[config.mk]
export PLATFORM = sky130hd
export DESIGN_NAME = pwrup_seq
export DESIGN_NICKNAME = d
export VERILOG_FILES = /design/src/rtl/pwrup_seq_pkg.sv /design/src/rtl/pwrup_ref_tick.sv /design/src/rtl/pwrup_ready_timer.sv /design/src/rtl/pwrup_stage_ctrl.sv /design/src/rtl/pwrup_rel_sync.sv /design/src/rtl/pwrup_seq.sv
export SDC_FILE = /design/constraint.sdc
export NUM_CORES = 1
export LEC_CHECK = 0
export ABC_AREA = 1
export BUFFER_PORTS_ARGS = -buffer_cell sky130_fd_sc_hd__buf_2
export CORE_UTILIZATION = 63
export CTS_BUF_LIST = sky130_fd_sc_hd__clkbuf_16
export DETAILED_ROUTE_END_ITERATION = 8
export GPL_TIMING_DRIVEN = 0
export PLACE_DENSITY = 0.79
export SLEW_MARGIN = 20
export SYNTH_ARGS = -nofsm -noshare
export SYNTH_HDL_FRONTEND = slang
export SYNTH_SLANG_ARGS = --single-unit
[constraint.sdc]
create_clock -name clk_i -period 3.2 [get_ports clk_i]
set_input_delay 0.8 -clock clk_i [delete_from_list [all_inputs] [get_ports clk_i]]
set_output_delay 0.8 -clock clk_i [all_outputs]
set_load 0.01 [all_outputs]
[src/rtl/pwrup_seq_pkg.sv]
package pwrup_seq_pkg;
  typedef enum logic [2:0] {
    ST_IDLE = 3'd0,
    ST_PWRT = 3'd1,
    ST_OST  = 3'd2,
    ST_PLL  = 3'd3,
    ST_DONE = 3'd4
  } stage_e;

  localparam int MODE_W = 3;

  function automatic logic mode_is_xtal(input logic [MODE_W-1:0] m);
    return m <= 3'd3;
  endfunction

  function automatic logic mode_is_pll(input logic [MODE_W-1:0] m);
    return m == 3'd3;
  endfunction
endpackage

[src/rtl/pwrup_ref_tick.sv]
module pwrup_ref_tick #(
  parameter int SYNC_STAGES = 2
) (
  input  logic clk_i,
  input  logic rst_ni,
  input  logic ref_clk_i,
  output logic tick_o
);
  logic [SYNC_STAGES:0] sh_q;

  always_ff @(posedge clk_i or negedge rst_ni) begin
    if (!rst_ni) sh_q <= '0;
    else         sh_q <= {sh_q[SYNC_STAGES-1:0], ref_clk_i};
  end

  // rising edge seen after the synchronizer
  assign tick_o = sh_q[SYNC_STAGES-1] & ~sh_q[SYNC_STAGES];
endmodule

[src/rtl/pwrup_ready_timer.sv]
module pwrup_ready_timer #(
  parameter int READY_TICKS = 4
) (
  input  logic clk_i,
  input  logic rst_ni,
  input  logic clr_i,
  input  logic tick_i,
  output logic ready_o
);
  localparam int RW = $clog2(READY_TICKS + 1);
  localparam logic [RW-1:0] LAST = RW'(READY_TICKS - 1);

  logic [RW-1:0] cnt_q;
  logic          rdy_q;

  always_ff @(posedge clk_i or negedge rst_ni) begin
    if (!rst_ni) begin
      cnt_q <= '0;
      rdy_q <= 1'b0;
    end else if (clr_i) begin
      cnt_q <= '0;
      rdy_q <= 1'b0;
    end else if (tick_i && !rdy_q) begin
      if (cnt_q == LAST) rdy_q <= 1'b1;
      else               cnt_q <= cnt_q + 1'b1;
    end
  end

  assign ready_o = rdy_q;
endmodule

[src/rtl/pwrup_stage_ctrl.sv]
module pwrup_stage_ctrl
  import pwrup_seq_pkg::*;
#(
  parameter int PWRT_TICKS = 16,
  parameter int OST_CYCLES = 1024,
  parameter int PLL_TICKS  = 64,
  parameter int CNT_W      = 11
) (
  input  logic              clk_i,
  input  logic              rst_ni,
  input  logic              clr_i,
  input  logic              tick_i,
  input  logic              pwrt_en_ni,
  input  logic [MODE_W-1:0] osc_mode_i,
  output stage_e            stage_o
);
  localparam logic [CNT_W-1:0] PWRT_LAST = CNT_W'(PWRT_TICKS - 1);
  localparam logic [CNT_W-1:0] OST_LAST  = CNT_W'(OST_CYCLES - 1);
  localparam logic [CNT_W-1:0] PLL_LAST  = CNT_W'(PLL_TICKS - 1);

  stage_e           st_q;
  logic [CNT_W-1:0] cnt_q;
  logic             xtal_q, pll_q;

  always_ff @(posedge clk_i or negedge rst_ni) begin
    if (!rst_ni) begin
      st_q   <= ST_IDLE;
      cnt_q  <= '0;
      xtal_q <= 1'b0;
      pll_q  <= 1'b0;
    end else if (clr_i) begin
      st_q   <= ST_IDLE;
      cnt_q  <= '0;
      xtal_q <= 1'b0;
      pll_q  <= 1'b0;
    end else begin
      unique case (st_q)
        ST_IDLE: begin
          // configuration captured once per restart
          xtal_q <= mode_is_xtal(osc_mode_i);
          pll_q  <= mode_is_pll(osc_mode_i);
          cnt_q  <= '0;
          if (!pwrt_en_ni)                  st_q <= ST_PWRT;
          else if (mode_is_xtal(osc_mode_i)) st_q <= ST_OST;
          else                              st_q <= ST_DONE;
        end
        ST_PWRT: if (tick_i) begin
          if (cnt_q == PWRT_LAST) begin
            cnt_q <= '0;
            st_q  <= xtal_q ? ST_OST : ST_DONE;
          end else begin
            cnt_q <= cnt_q + 1'b1;
          end
        end
        ST_OST: begin
          if (cnt_q == OST_LAST) begin
            cnt_q <= '0;
            st_q  <= pll_q ? ST_PLL : ST_DONE;
          end else begin
            cnt_q <= cnt_q + 1'b1;
          end
        end
        ST_PLL: if (tick_i) begin
          if (cnt_q == PLL_LAST) begin
            cnt_q <= '0;
            st_q  <= ST_DONE;
          end else begin
            cnt_q <= cnt_q + 1'b1;
          end
        end
        ST_DONE: st_q <= ST_DONE;
        default: st_q <= ST_IDLE;
      endcase
    end
  end

  assign stage_o = st_q;
endmodule

[src/rtl/pwrup_rel_sync.sv]
module pwrup_rel_sync #(
  parameter int STAGES = 2
) (
  input  logic clk_i,
  input  logic rst_ni,
  input  logic clr_i,
  input  logic d_i,
  output logic q_o
);
  logic [STAGES-1:0] sh_q;

  generate
    if (STAGES == 1) begin : g_single
      always_ff @(posedge clk_i or negedge rst_ni) begin
        if (!rst_ni)    sh_q <= '0;
        else if (clr_i) sh_q <= '0;
        else            sh_q <= d_i;
      end
    end else begin : g_chain
      always_ff @(posedge clk_i or negedge rst_ni) begin
        if (!rst_ni)    sh_q <= '0;
        else if (clr_i) sh_q <= '0;
        else            sh_q <= {sh_q[STAGES-2:0], d_i};
      end
    end
  endgenerate

  assign q_o = sh_q[STAGES-1];
endmodule

[src/rtl/pwrup_seq.sv]
module pwrup_seq
  import pwrup_seq_pkg::*;
#(
  parameter int PWRT_TICKS  = 16,
  parameter int OST_CYCLES  = 1024,
  parameter int PLL_TICKS   = 64,
  parameter int READY_TICKS = 4,
  parameter int SYNC_STAGES = 2,
  parameter int REL_STAGES  = 2
) (
  input  logic              clk_i,
  input  logic              rst_ni,
  input  logic              por_i,
  input  logic              ref_clk_i,
  input  logic              pwrt_en_ni,
  input  logic [MODE_W-1:0] osc_mode_i,
  output logic              dev_rst_no,
  output logic [2:0]        stage_o
);
  localparam int MAX_A   = (PWRT_TICKS > OST_CYCLES) ? PWRT_TICKS : OST_CYCLES;
  localparam int MAX_CNT = (MAX_A > PLL_TICKS) ? MAX_A : PLL_TICKS;
  localparam int CNT_W   = $clog2(MAX_CNT + 1);

  logic   tick;
  logic   ready;
  stage_e stage;

  pwrup_ref_tick #(.SYNC_STAGES(SYNC_STAGES)) u_tick (
    .clk_i     (clk_i),
    .rst_ni    (rst_ni),
    .ref_clk_i (ref_clk_i),
    .tick_o    (tick)
  );

  pwrup_ready_timer #(.READY_TICKS(READY_TICKS)) u_ready (
    .clk_i   (clk_i),
    .rst_ni  (rst_ni),
    .clr_i   (por_i),
    .tick_i  (tick),
    .ready_o (ready)
  );

  pwrup_stage_ctrl #(
    .PWRT_TICKS (PWRT_TICKS),
    .OST_CYCLES (OST_CYCLES),
    .PLL_TICKS  (PLL_TICKS),
    .CNT_W      (CNT_W)
  ) u_ctrl (
    .clk_i      (clk_i),
    .rst_ni     (rst_ni),
    .clr_i      (por_i),
    .tick_i     (tick),
    .pwrt_en_ni (pwrt_en_ni),
    .osc_mode_i (osc_mode_i),
    .stage_o    (stage)
  );

  pwrup_rel_sync #(.STAGES(REL_STAGES)) u_rel (
    .clk_i  (clk_i),
    .rst_ni (rst_ni),
    .clr_i  (por_i),
    .d_i    ((stage == ST_DONE) && ready),
    .q_o    (dev_rst_no)
  );

  assign stage_o = stage;
endmodule

==> metrics.cfg <==
[clock_tree]
insertion_delay_ns = 0.25
htreeDepth = 1
cts_tree = built
cts_buffer_depth = 2
cts_made_buffers = 3
cts_root_buf = clkbuf_16
clock-sinks = 25
postCtsSetupBuffers = 0
hold_buffers = 0
ctsResizeCount = 0
path_clk_slew_ns = 0.06

[place]
io_buffers = 11
dpl_cell_area_sq_um = 1610
dp_slack_ns = 1.40
dp.cells = 231
place_hpwl_um = 2360
place_congestion = 0.921

[finish]
final_core_util_pct = 75.0
diodes = 0
fin_area_sq_um = 1690
multiInputGateArea_sq_um = 762
final_cells = 235
nets = 219
nFillCells = 173
regArea_sq_um = 626
drive_gt1_share_pct = 22.7
syn2layout_area_growth_pct = 11.1

[worst_setup_path]
cp.required_ns = 2.40
cp-end-kind = output port
crit_path_start_kind = flip-flop
reg2reg_depth = 9
rrSetupSlack_ns = 1.58
endpoint = stage_o[2]
regToRegEndpoint = u_ctrl.cnt_q[8]$_DFFE_PN0P_
crit_family = flip-flops
r2r-start = u_ctrl.cnt_q[0]$_DFFE_PN0P_
crit_slowest_cell = dfrtp_1
crit_path_start = u_ctrl.stage_o[2]$_DFFE_PN0P_
arrival_ns = 0.96
cp.depth = 1
slowest_delay_ns = 0.52
path_cells = buf_2
path_max_fanout = 6
critPathKind = flip-flop to output port
path_buf_inv = 1

[route]
drc = 0
drt_iter0_markers = 30
drt_wl_total_um = 3110
vias = 1274
via_per_inst = 5.42
ant_nets = 0
drt_first_pass_iters = 4
wl_per_cell_um = 13.2

[synth]
yosys-top-cells-area = dfrtp_1 41%, nand2_1 10%, inv_1 6.2%
synth.distinct_cells = 30
synth-edff-count = 0
synthDominantCellAreaShare_pct = 41.1
synth_common_cells = 41 x nand2_1, 25 x dfrtp_1, 25 x inv_1
synth_cells = 192
ys_warn_count = 0
synth_largest_area_cell = dfrtp_1
postSynth.asyncResetShare_pct = 100
yosysMostFrequentCell = nand2_1
syn_area_sq_um = 1520
syn_nets = 203
ys.flop_type = dfrtp_1
avgSynthCellArea_sq_um = 7.93
synth-seq-area-share_pct = 41.1
synth_seq_cells = 25

[sta]
slew_headroom_pct = 63.8
tightest_slew_ns = 0.542
fin_skew_ns = 0.00482
period_needed_ns = 1.76
finalHoldViolations = 0
rsz0062_at_grt = no
worst_slack_ns = 1.44
slew_viol_final = 0
period_share_pct = 55.1
setup_violations = 0
fin_tns_setup_ns = 0
fmax_mhz = 567
hold-worst-slack_ns = 0.356

[floorplanning]
start_util_pct = 67.5
core_region_area_sq_um = 2250
io_pins = 12
dieArea_sq_um = 2620
die_x_um = 51.2
row_count = 17
dieHeight_um = 51.2

[power]
vdd_ir_drop_max_mv = 0.587
p_leak_nw = 0.861
pwr_density_cell_nw_per_um2 = 657
total_power_mw = 1.11

[global_routing]
grt-ovfl-total = 0
first_global_vias = 1220
grt_pass1_wl_um = 5210
antenna_found_initial = 0
grt_max_degree = 26
gr-usage-all-layers_pct = 27.5

[job]
maxCapViolCount = 0

[worst_hold_path]
hp-class = flip-flop to flip-flop

[run_status]
outcome = completed

## registers in the layout, summed over array words and instances, names as in the netlist
register	cells
u_ctrl.cnt_q	11
u_tick.sh_q	3
u_ready.cnt_q	3
u_ctrl.pll_q	1
u_rel.sh_q	2
u_ready.ready_o	1
u_ctrl.xtal_q	1
u_ctrl.stage_o	3
## report_power, final
part	switching, mW	internal, mW	leakage, nW
clock	0.101	0.167	0.0423
combinational	0.290	0.151	0.483
sequential	0.0493	0.353	0.336
## cell type report
cell class / count / share of cell area (%)
Clock buffer: 3 / 4.44
Buffer: 2 / 1.33
Sequential cell: 25 / 37.0
Multi-Input combinational cell: 135 / 45.0
Clock inverter: 1 / 0.222
Timing Repair Buffer: 11 / 3.25
Tap cell: 28 / 2.07
Inverter: 30 / 6.66
## metal layers
metal	part of all wire (%)	global-route usage, %	vias to the layer above
met3	3.3	5.65	2
met4	0.52	8.33	0
met2	51	46.7	21
met1	45	35.0	602
li1	-	-	649
met5	0	0	-
## logic make-up after synthesis
family	after synthesis	share of synthesized area, %
xor+xnor	1	0.575
fa+ha+maj	3	2.47
flops	25	41.1
buf+inv	32	8.87
simple gates	104	36.3
compound gates	27	10.7
## cells in the final DEF (no fill, tap or decap), drive strengths merged
master   synthesis  final
buf              2     13
o21a             1      1
nand3           21     21
nor3             4      4
o2111ai          1      1
xnor2            1      1
ha               3      3
o21ai            7      7
a31oi            2      2
nand4            1      1
a21oi           13     13
nor2            24     24
o211ai           1      1
dfrtp           25     25
clkbuf           0      3
o31ai            2      2
clkinv           1      1
inv             29     30
and3             1      1
nand2           53     53
## how the worst min path moves through the flow
stage	endpoint	cells after the start	startpoint	slack (ns)
global placement	u_tick.sh_q[1]$_DFF_PN0_	0	u_tick.sh_q[0]$_DFF_PN0_	0.34
floorplan	u_tick.sh_q[1]$_DFF_PN0_	0	u_tick.sh_q[0]$_DFF_PN0_	0.33
global route	u_tick.sh_q[1]$_DFF_PN0_	0	u_tick.sh_q[0]$_DFF_PN0_	0.37
detailed placement	u_tick.sh_q[1]$_DFF_PN0_	0	u_tick.sh_q[0]$_DFF_PN0_	0.34
CTS	u_tick.sh_q[1]$_DFF_PN0_	0	u_tick.sh_q[0]$_DFF_PN0_	0.36
finish	u_tick.sh_q[1]$_DFF_PN0_	0	u_tick.sh_q[0]$_DFF_PN0_	0.36
Note: power is estimated with default switching activity, not from simulation.
